<file path="src/rtl/spi_bd_pkg.sv">
package spi_bd_pkg;
  localparam int EV_W   = 3;
  localparam int EV_RX  = 0;
  localparam int EV_TX  = 1;
  localparam int EV_ERR = 2;
endpackage

</file>
<file path="src/rtl/spi_sync.sv">
module spi_sync #(
  parameter int          W       = 3,
  parameter logic [W-1:0] RST_VAL = '0
) (
  input  logic         clk,
  input  logic         rst_n,
  input  logic [W-1:0] d,
  output logic [W-1:0] q
);
  for (genvar i = 0; i < W; i++) begin : g_bit
    logic meta_q, sync_q;
    always_ff @(posedge clk or negedge rst_n) begin
      if (!rst_n) begin
        meta_q <= RST_VAL[i];
        sync_q <= RST_VAL[i];
      end else begin
        meta_q <= d[i];
        sync_q <= meta_q;
      end
    end
    assign q[i] = sync_q;
  end
endmodule

</file>
<file path="src/rtl/spi_shift.sv">
module spi_shift #(
  parameter int CHAR_W = 8
) (
  input  logic              clk,
  input  logic              rst_n,
  input  logic              sck_s,
  input  logic              mosi_s,
  input  logic              sel,
  input  logic [CHAR_W-1:0] tx_data,
  input  logic              tx_from_bd,
  output logic              miso,
  output logic              byte_done,
  output logic [CHAR_W-1:0] rx_byte,
  output logic              done_from_bd,
  output logic              sel_end
);
  localparam int CNT_W = $clog2(CHAR_W);
  localparam logic [CNT_W-1:0] LAST = CNT_W'(CHAR_W - 1);

  logic              sck_q, sel_q;
  logic [CNT_W-1:0]  bit_q, bit_n;
  logic [CHAR_W-2:0] rx_q, rx_n;
  logic [CHAR_W-1:0] tx_q, tx_n;
  logic              bd_q, bd_n;
  logic              rise, fall, sel_start;

  assign rise      = sel & sck_s & ~sck_q;
  assign fall      = sel & ~sck_s & sck_q;
  assign sel_start = sel & ~sel_q;
  assign sel_end   = ~sel & sel_q;

  assign byte_done    = rise && (bit_q == LAST);
  assign rx_byte      = {rx_q, mosi_s};
  assign done_from_bd = bd_q;
  assign miso         = sel ? tx_q[CHAR_W-1] : 1'b1;

  always_comb begin
    bit_n = bit_q;
    rx_n  = rx_q;
    tx_n  = tx_q;
    bd_n  = bd_q;
    if (!sel) begin
      bit_n = '0;
      tx_n  = '1;
      bd_n  = 1'b0;
    end else if (sel_start) begin
      bit_n = '0;
      tx_n  = tx_data;
      bd_n  = tx_from_bd;
    end else if (rise) begin
      rx_n  = {rx_q[CHAR_W-3:0], mosi_s};
      bit_n = (bit_q == LAST) ? '0 : bit_q + CNT_W'(1);
    end else if (fall) begin
      if (bit_q == '0) begin
        tx_n = tx_data;
        bd_n = tx_from_bd;
      end else begin
        tx_n = {tx_q[CHAR_W-2:0], 1'b1};
      end
    end
  end

  always_ff @(posedge clk or negedge rst_n) begin
    if (!rst_n) begin
      sck_q <= 1'b0;
      sel_q <= 1'b0;
      bit_q <= '0;
      rx_q  <= '0;
      tx_q  <= '1;
      bd_q  <= 1'b0;
    end else begin
      sck_q <= sck_s;
      sel_q <= sel;
      bit_q <= bit_n;
      rx_q  <= rx_n;
      tx_q  <= tx_n;
      bd_q  <= bd_n;
    end
  end

  AST_BITCNT_IDLE: assert property (@(posedge clk) disable iff (!rst_n)
    !sel |=> (bit_q == '0));
endmodule

</file>
<file path="src/rtl/spi_bd_ctrl.sv">
module spi_bd_ctrl
  import spi_bd_pkg::*;
#(
  parameter int CHAR_W   = 8,
  parameter int TX_DEPTH = 16,
  parameter int RX_DEPTH = 16,
  localparam int TX_AW = $clog2(TX_DEPTH),
  localparam int TX_LW = $clog2(TX_DEPTH + 1),
  localparam int RX_AW = $clog2(RX_DEPTH),
  localparam int RX_CW = $clog2(RX_DEPTH + 1)
) (
  input  logic              clk,
  input  logic              rst_n,
  input  logic              start,
  input  logic              tx_arm,
  input  logic [TX_LW-1:0]  tx_len_in,
  input  logic              tx_wr_en,
  input  logic [TX_AW-1:0]  tx_wr_addr,
  input  logic [CHAR_W-1:0] tx_wr_data,
  input  logic              rx_arm,
  input  logic [RX_AW-1:0]  rx_rd_addr,
  input  logic [EV_W-1:0]   evt_clr,
  input  logic              byte_done,
  input  logic [CHAR_W-1:0] rx_byte,
  input  logic              done_from_bd,
  input  logic              sel_end,
  output logic [CHAR_W-1:0] tx_data,
  output logic              tx_from_bd,
  output logic [CHAR_W-1:0] rx_rd_data,
  output logic              tx_ready,
  output logic              rx_empty,
  output logic [RX_CW-1:0]  rx_count,
  output logic [EV_W-1:0]   evt
);
  localparam logic [RX_CW-1:0] RX_FULL = RX_CW'(RX_DEPTH);

  logic [CHAR_W-1:0] tx_mem [TX_DEPTH];
  logic [CHAR_W-1:0] rx_mem [RX_DEPTH];

  logic              armed_q, armed_n;
  logic              txr_q, txr_n;
  logic [TX_LW-1:0]  tlen_q, tlen_n, tptr_q, tptr_n;
  logic              rxe_q, rxe_n;
  logic [RX_CW-1:0]  rcnt_q, rcnt_n;
  logic [EV_W-1:0]   ev_q, ev_n, ev_set;
  logic              rx_wr;

  assign tx_from_bd = armed_q & txr_q;
  assign tx_data    = tx_from_bd ? tx_mem[tptr_q[TX_AW-1:0]] : '1;
  assign rx_rd_data = rx_mem[rx_rd_addr];
  assign tx_ready   = txr_q;
  assign rx_empty   = rxe_q;
  assign rx_count   = rcnt_q;
  assign evt        = ev_q;

  always_comb begin
    armed_n = armed_q;
    txr_n   = txr_q;
    tlen_n  = tlen_q;
    tptr_n  = tptr_q;
    rxe_n   = rxe_q;
    rcnt_n  = rcnt_q;
    ev_set  = '0;
    rx_wr   = 1'b0;

    if (sel_end) armed_n = 1'b0;
    if (start)   armed_n = 1'b1;

    if (tx_arm && (tx_len_in != '0)) begin
      txr_n  = 1'b1;
      tptr_n = '0;
      tlen_n = tx_len_in;
    end else if (byte_done && armed_q && done_from_bd && txr_q) begin
      tptr_n = tptr_q + TX_LW'(1);
      if (tptr_q + TX_LW'(1) == tlen_q) begin
        txr_n          = 1'b0;
        ev_set[EV_TX]  = 1'b1;
      end
    end

    if (rx_arm) begin
      rxe_n  = 1'b1;
      rcnt_n = '0;
    end else if (byte_done && armed_q) begin
      if (rxe_q) begin
        rx_wr  = 1'b1;
        rcnt_n = rcnt_q + RX_CW'(1);
        if (rcnt_q + RX_CW'(1) == RX_FULL) begin
          rxe_n         = 1'b0;
          ev_set[EV_RX] = 1'b1;
        end
      end else begin
        ev_set[EV_ERR] = 1'b1;
      end
    end else if (sel_end && armed_q && rxe_q && (rcnt_q != '0)) begin
      rxe_n         = 1'b0;
      ev_set[EV_RX] = 1'b1;
    end

    ev_n = (ev_q & ~evt_clr) | ev_set;
  end

  always_ff @(posedge clk or negedge rst_n) begin
    if (!rst_n) begin
      armed_q <= 1'b0;
      txr_q   <= 1'b0;
      tlen_q  <= '0;
      tptr_q  <= '0;
      rxe_q   <= 1'b0;
      rcnt_q  <= '0;
      ev_q    <= '0;
    end else begin
      armed_q <= armed_n;
      txr_q   <= txr_n;
      tlen_q  <= tlen_n;
      tptr_q  <= tptr_n;
      rxe_q   <= rxe_n;
      rcnt_q  <= rcnt_n;
      ev_q    <= ev_n;
    end
  end

  always_ff @(posedge clk) begin
    if (tx_wr_en) tx_mem[tx_wr_addr] <= tx_wr_data;
  end

  always_ff @(posedge clk) begin
    if (rx_wr) rx_mem[rcnt_q[RX_AW-1:0]] <= rx_byte;
  end

  AST_TX_PTR_BOUND: assert property (@(posedge clk) disable iff (!rst_n)
    txr_q |-> (tptr_q < tlen_q));
  AST_TX_CLOSE_EVT: assert property (@(posedge clk) disable iff (!rst_n)
    $fell(txr_q) |-> ev_q[EV_TX]);
  AST_RX_CNT_BOUND: assert property (@(posedge clk) disable iff (!rst_n)
    rcnt_q <= RX_FULL);
  AST_RX_CLOSE_EVT: assert property (@(posedge clk) disable iff (!rst_n)
    $fell(rxe_q) |-> ev_q[EV_RX]);
  AST_ERR_NEEDS_CLOSED: assert property (@(posedge clk) disable iff (!rst_n)
    $rose(ev_q[EV_ERR]) |-> !$past(rxe_q));
  AST_DISARM_ON_END: assert property (@(posedge clk) disable iff (!rst_n)
    (sel_end && !start) |=> !armed_q);
endmodule

</file>
<file path="src/rtl/spi_bd_slave.sv">
module spi_bd_slave
  import spi_bd_pkg::*;
#(
  parameter int CHAR_W   = 8,
  parameter int TX_DEPTH = 16,
  parameter int RX_DEPTH = 16,
  localparam int TX_AW = $clog2(TX_DEPTH),
  localparam int TX_LW = $clog2(TX_DEPTH + 1),
  localparam int RX_AW = $clog2(RX_DEPTH),
  localparam int RX_CW = $clog2(RX_DEPTH + 1)
) (
  input  logic              clk,
  input  logic              rst_n,
  input  logic              spi_sck,
  input  logic              spi_mosi,
  input  logic              spi_ssel_n,
  output logic              spi_miso,
  input  logic              start,
  input  logic              tx_arm,
  input  logic [TX_LW-1:0]  tx_len,
  input  logic              tx_wr_en,
  input  logic [TX_AW-1:0]  tx_wr_addr,
  input  logic [CHAR_W-1:0] tx_wr_data,
  output logic              tx_ready,
  input  logic              rx_arm,
  output logic              rx_empty,
  output logic [RX_CW-1:0]  rx_count,
  input  logic [RX_AW-1:0]  rx_rd_addr,
  output logic [CHAR_W-1:0] rx_rd_data,
  output logic [EV_W-1:0]   evt,
  input  logic [EV_W-1:0]   evt_clr,
  input  logic [EV_W-1:0]   evt_mask,
  output logic              irq
);
  logic [2:0]        sync_q;
  logic              byte_done, done_from_bd, sel_end, tx_from_bd;
  logic [CHAR_W-1:0] rx_byte, tx_data;

  spi_sync #(.W(3), .RST_VAL(3'b100)) u_sync (
    .clk   (clk),
    .rst_n (rst_n),
    .d     ({spi_ssel_n, spi_mosi, spi_sck}),
    .q     (sync_q)
  );

  spi_shift #(.CHAR_W(CHAR_W)) u_shift (
    .clk          (clk),
    .rst_n        (rst_n),
    .sck_s        (sync_q[0]),
    .mosi_s       (sync_q[1]),
    .sel          (~sync_q[2]),
    .tx_data      (tx_data),
    .tx_from_bd   (tx_from_bd),
    .miso         (spi_miso),
    .byte_done    (byte_done),
    .rx_byte      (rx_byte),
    .done_from_bd (done_from_bd),
    .sel_end      (sel_end)
  );

  spi_bd_ctrl #(.CHAR_W(CHAR_W), .TX_DEPTH(TX_DEPTH), .RX_DEPTH(RX_DEPTH)) u_ctrl (
    .clk          (clk),
    .rst_n        (rst_n),
    .start        (start),
    .tx_arm       (tx_arm),
    .tx_len_in    (tx_len),
    .tx_wr_en     (tx_wr_en),
    .tx_wr_addr   (tx_wr_addr),
    .tx_wr_data   (tx_wr_data),
    .rx_arm       (rx_arm),
    .rx_rd_addr   (rx_rd_addr),
    .evt_clr      (evt_clr),
    .byte_done    (byte_done),
    .rx_byte      (rx_byte),
    .done_from_bd (done_from_bd),
    .sel_end      (sel_end),
    .tx_data      (tx_data),
    .tx_from_bd   (tx_from_bd),
    .rx_rd_data   (rx_rd_data),
    .tx_ready     (tx_ready),
    .rx_empty     (rx_empty),
    .rx_count     (rx_count),
    .evt          (evt)
  );

  assign irq = |(evt & evt_mask);
endmodule

</file>
<file path="config.mk">
export PLATFORM = sky130hd
export DESIGN_NAME = spi_bd_slave
export DESIGN_NICKNAME = d
export VERILOG_FILES = /design/src/rtl/spi_bd_pkg.sv /design/src/rtl/spi_sync.sv /design/src/rtl/spi_shift.sv /design/src/rtl/spi_bd_ctrl.sv /design/src/rtl/spi_bd_slave.sv
export SDC_FILE = /design/constraint.sdc
export NUM_CORES = 1
export LEC_CHECK = 0
export BUFFER_PORTS_ARGS = -buffer_cell sky130_fd_sc_hd__buf_2
export CAP_MARGIN = 40
export CORE_UTILIZATION = 51
export DETAILED_ROUTE_END_ITERATION = 12
export PLACE_DENSITY = 0.78
export SYNTH_ARGS = -nofsm -noshare
export SYNTH_HDL_FRONTEND = slang
export SYNTH_SLANG_ARGS = --single-unit
</file>
<file path="constraint.sdc">
create_clock -name clk -period 3.9 [get_ports clk]
set_input_delay 0.195 -clock clk [delete_from_list [all_inputs] [get_ports clk]]
set_output_delay 0.195 -clock clk [all_outputs]
set_load 0.05 [all_outputs]
</file>
==> Word-level counts from Yosys, hierarchy flattened <==
Memories as Yosys holds them, arrays and structs flattened.
Cells that the tools add are included.
{ "op_classes": {"reduce_logical": 26, "bitwise": 16, "eq_ne": 4, "n_mux": 49, "addsub": 3} }
{ "ops": {"columns": ["operator", "n"], "rows": [
  ["$mux 8", 6],
  ["$mux 1", 34],
  ["$mux 5", 5],
  ["$mux 3", 4],
  ["$reduce_bool 3->1", 4],
  ["$add 5x1->5 const B", 2],
  ["$reduce_bool 2->1", 5],
  ["$reduce_bool 5->1", 2],
  ["$logic_and 1x1->1", 8],
  ["$and 1x1->1", 7],
  ["$and 3x3->3", 2],
  ["$reduce_and 2->1", 3],
  ["$reduce_and 3->1", 2],
  ["$eq 5x5->1", 1],
  ["$eq 5x5->1 const B", 1],
  ["$not 1->1", 5],
  ["$add 3x1->3 const B", 1],
  ["$eq 3x3->1 const B", 1],
  ["$logic_not 3->1", 1],
  ["$ne 3x3->1 const B", 1],
  ["$not 3->3", 1],
  ["$or 3x3->3", 1],
  ["$reduce_or 3->1", 1]
]} }
{ "word_totals": {"n_memories": 2, "input_bits": 36, "ramBits": 256, "word_cells": 119, "reg_bits": 48, "out_inout_bits": 20} }
{ "mem_list": {"columns": ["name", "words", "word_bits", "rd", "rd_ports_with_merged_regs", "write_ports", "line_no", "text"], "rows": [
  ["u_ctrl.rx_mem", 16, 8, 1, 0, 1, "spi_bd_ctrl.sv:38", "logic [CHAR_W-1:0] rx_mem [RX_DEPTH];"],
  ["u_ctrl.tx_mem", 16, 8, 1, 0, 1, "spi_bd_ctrl.sv:37", "logic [CHAR_W-1:0] tx_mem [TX_DEPTH];"]
]} }

==> Logic depth before layout (Yosys ltp) <==
{ "logic_depth": {"depth_word": 10, "mapped_depth": 7, "depth_no_buf": 6} }

==> Modules after synthesis <==
From an unflattened synthesis, not the netlist that was laid out.
{ "hier_totals": {"cells_unflattened": 672, "area_unflattened_um2": 12410.7} }
{ "by_module_without_submodules": {"columns": ["mod", "seq_area_each_um2", "cells_per_inst", "area_each_um2", "n_inst"], "rows": [
  ["spi_bd_ctrl", 8212.9, 566, 11170.7, 1],
  ["spi_shift", 535.5, 94, 1047.3, 1],
  ["spi_sync", 152.6, 9, 175.2, 1],
  ["spi_bd_slave", 0.0, 3, 17.5, 1]
]} }

==> Least setup slack after synthesis <==
OpenSTA, ideal clock, no wires.
{ "synth_path": {"path_kind": "register to register", "startpoint": "register u_shift.bit_q[0]", "endpoint": "memory u_ctrl.rx_mem[3][0], enable pin", "synth_period_minus_slack_ns": 2.495, "stages_incl_launch_ff": 7, "setup_ns": 0.383, "n_path_buf": 0, "arrival_time_ns": 2.111, "slack_ns": 1.405, "t_required_ns": 3.517, "path_cell_list": "dfrtp_1 -> ha_1 -> ha_1 -> inv_1 -> nor4_1 -> nand2_1 -> nor3_1"} }
{ "synth_via": {"elab_chain_cells": 7} }
{ "synth_rtl": {"columns": ["element", "line_no", "text"], "rows": [
  ["from (decl)", "spi_shift.sv:21", "logic [CNT_W-1:0] bit_q, bit_n;"],
  ["from (signal assigned)", "spi_shift.sv:74", "bit_q <= bit_n;"],
  ["$eq 3x3->1", "spi_shift.sv:32", "assign byte_done = rise && (bit_q == LAST);"],
  ["$logic_and 1x1->1", "spi_shift.sv:32", null],
  ["$logic_and 1x1->1", "spi_bd_ctrl.sv:84", "end else if (byte_done && armed_q) begin"],
  ["$mux 1", "spi_bd_ctrl.sv:84", null],
  ["$mux 1", "spi_bd_ctrl.sv:81", "if (rx_arm) begin"],
  ["$mux 1", "spi_bd_ctrl.sv:128", "if (rx_wr) rx_mem[rcnt_q[RX_AW-1:0]] <= rx_byte;"],
  ["$mux 1 (not written as such)", "spi_bd_ctrl.sv:128", null],
  ["to (decl)", "spi_bd_ctrl.sv:38", null]
]} }
Every way passes these cells.

==> Worst setup path in the final report <==
{ "layout_path": {"startpoint": "register u_shift.bit_q[0]", "endpoint": "memory u_ctrl.rx_mem[7][3], enable pin"} }
The elaborated chain is that of the path after synthesis.

==> results.tsv <==
metric	value	unit
DR vias	6202	
cell family with most CP delay	simple AND/OR/NAND/NOR gates	
H-tree levels	1	
Pleak	4.72	nW
Mapped Nets	683	
Synth Cell Area	0.0123	mm2
Layout area overhead	14.4	%
Nets	774	
clock-pin slew on the worst setup and hold paths	0.06	ns
CP max FO	8	
Die H	157	um
total core area	0.0235	mm2
Clock Sinks	304	
drt first-iter violations	445	
number of synthesized flops with an enable pin	256	
vias in the first global route	6334	
Inserted Diodes	0	
Max-Cap Viols	0	
die area	0.0247	mm2
CP max stage cell	nor4_1	
Placement Cell Area	0.0129	mm2
Main synth FF type	edfxtp_1	
layout cells sized above 1	24.7	%
initial antenna violation count	0	
remaining global-route overflow	0	
hold slack	0.0319	ns
Slew headroom	39.8	%
RSZ-0062 raised after global routing	no	
Slew Viols, Final	0	
WP buf/inv	1	
cell count of the worst reg-to-reg path	6	
CP startpoint kind	flip-flop	
Post-synth ARST share	15.8	%
Ports	56	
die width	157	um
post-synth cell types	55	
hold endpoint	u_ctrl.tx_mem[12][5]$_DFFE_PP_	
final setup vio count	0	
pwr dens	490	mW/mm2
cts repair resizes	0	
Req. time, crit path	4.06	ns
total CTS buffers	29	
crit-path max cell delay	0.72	ns
Starting Density	52.1	%
warnings from Yosys	0	
Clock Latency Late Sink	0.55	ns
DRT Pass-1 Iters	5	
outcome	finished clean	
clock tree buffer depth	3	
WS Path Type	flip-flop to flip-flop	
Hold Crit Depth	1	
CP Launch Point	u_shift.bit_q[0]$_DFFE_PN0P_	
reg2reg setup slack	0.90	ns
Yosys reg bits	304	
setup bufs post-CTS	0	
Root Buffer	clkbuf_16	
cell count after synthesis	639	
r2r startpoint	u_shift.bit_q[0]$_DFFE_PN0P_	
Fin Setup TNS	0	ns
# DRC	0	
Avg WL per Cell	22.2	um
I/O Buffers	55	
Peak VDD IR	0.408	mV
DRT antenna net count	0	
Worst Tran Pin Value	0.904	ns
CP dominant cell by count	ha_1	
final hold vios	0	
Seq/Total Area, Yosys	72.6	%
drt via density	5.79	
syn_area_per_cell	19.2	um2
placer congestion estimate	0.851	
global-route wire length before repair	37.1	mm
largest net degree at the start of global routing	33	
FF-to-FF End	u_ctrl.rx_mem[7][3]$_DFFE_PP_	
CTS tree	done	
post-route minimum period	3.00	ns
Levels on crit path	6	
Hold Startpoint	tx_wr_data[5]	
Core Rows	56	
Design Area, Final	0.0140	mm2
worst path arrival time	3.17	ns
Max Clk Rate	333	MHz
final HPWL from detailed placement	15.3	mm
crit path cell chain	ha_1, ha_1, inv_1, nor4_1, nand2_1, nor2_1	
worst-case clock skew	0.0163	ns
period utilization	77.0	%
GRT Total Usage	20.4	%
Total Wirelength	23.8	mm
critical path endpoint category	flip-flop	
hold crit path type	primary input to flip-flop	
cell type report:
type | instances | area, um2
flip-flops and latches | 304 | 8900
repair buffers | 88 | 578
inverters | 13 | 48.8
clock buffers | 47 | 883
clock inverters | 6 | 85.1
well taps | 319 | 399
fillers | 1700 | 9530
multi-input cells | 294 | 3120
cell usage in the layout, fill, tap and decap left out, types with 15 or more instances in the layout:
cell / netlist / layout
mux4_2: 34 / 34
nor2_1: 39 / 39
dfrtp_1: 38 / 37
dlygate4sd3_1: 0 / 17
buf_4: 3 / 15
mux4_1: 30 / 30
mux2i_1: 22 / 22
edfxtp_1: 256 / 256
nand2_1: 22 / 22
mux2_2: 16 / 16
clkbuf_16: 0 / 29
buf_2: 3 / 55
flip-flops by register name, summed over array words and instances (netlist names):
signal	count
u_shift.sel_q	1
u_shift.bit_q	3
u_ctrl.armed_q	1
u_shift.done_from_bd	1
u_ctrl.tx_ready	1
u_sync.g_bit.meta_q	3
u_sync.g_bit.sync_q	3
u_shift.sck_q	1
u_shift.rx_q	7
u_ctrl.evt	3
u_ctrl.tptr_q	5
u_shift.tx_q	8
u_ctrl.tlen_q	5
u_ctrl.rx_count	5
u_ctrl.rx_empty	1
u_ctrl.rx_mem	128
u_ctrl.tx_mem	128
metal layers:
metal / GRT usage, % / up-vias / part of all wire [%]
met2: 34.8 / 227 / 50
li1: - / 2770 / -
met1: 27.2 / 3169 / 41
met4: 6.15 / 0 / 2.2
met5: 0 / - / 0
met3: 3.11 / 36 / 6.2
synth_stat cells (5+ instances only):
cell type | instances | area, um2
edfxtp_1 | 256 | 7690
nor2_1 | 39 | 146
dfrtp_1 | 38 | 951
mux4_2 | 34 | 766
mux4_1 | 30 | 788
mux2i_1 | 22 | 220
nand2_1 | 22 | 82.6
mux2_2 | 16 | 180
a31oi_1 | 12 | 75.1
inv_1 | 12 | 45.0
nor3_1 | 12 | 60.1
clkbuf_1 | 10 | 37.5
dfstp_2 | 10 | 263
nand2b_1 | 9 | 56.3
ha_1 | 8 | 100
o22ai_1 | 8 | 50.1
buf_6 | 7 | 78.8
nand3_1 | 7 | 35.0
xnor2_1 | 7 | 61.3
nor2b_1 | 5 | 31.3
o21ai_0 | 5 | 25.0
power breakdown:
part           switching, mW  internal, mW  total, mW
registers              0.140          3.68       3.82
clock network           1.12          1.67       2.79
logic                  0.147         0.114      0.261
total                   1.41          5.47       6.87
worst max-delay path by stage:
stage | slack [ns] | to
floorplan | 1.41 | u_ctrl.rx_mem[3][0]$_DFFE_PP_
global placement | 1.04 | u_ctrl.rx_mem[7][3]$_DFFE_PP_
detailed placement | 0.91 | u_ctrl.rx_mem[7][3]$_DFFE_PP_
CTS | 0.90 | u_ctrl.rx_mem[7][5]$_DFFE_PP_
global route | 0.75 | u_ctrl.rx_mem[5][5]$_DFFE_PP_
finish | 0.90 | u_ctrl.rx_mem[7][3]$_DFFE_PP_
metrics by stage:
| stage | utilization [%] | power (mW) | setup WS [ns] | cells |
|---|---|---|---|---|
| after floorplan | - | 3.98 | 1.41 | 639 |
| after global placement | 54.5 | 4.11 | 1.04 | 997 |
| after detailed placement | 54.7 | 4.14 | 0.914 | 1000 |
| after CTS | 59.5 | 6.92 | 0.904 | 1070 |
| after global routing | 59.5 | 7.08 | 0.750 | 1071 |
| final | 59.5 | 6.87 | 0.897 | 1071 |
what timing repair did:
action	4_1_cts	5_1_grt
setup endpoints to repair	0	0
hold buffers	17	0
endpoints found under the hold margin	56	0
logic make-up after synthesis:
| logic type | share of synthesized area (%) |
|---|---|
| flops | 72.6 |
| xor+xnor | 0.786 |
| compound gates | 2.84 |
| simple gates | 5.07 |
| mux | 15.9 |
| buf+inv | 1.90 |
| fa+ha+maj | 0.817 |
worst register-to-register path, stage by stage, from the launching register on:
cell     delay (ns)
dfrtp_1        0.39
ha_1           0.17
ha_1           0.27
inv_1          0.15
nor4_1         0.72
nand2_1        0.28
nor2_1         0.64
Power figures use the tool's default switching activity.
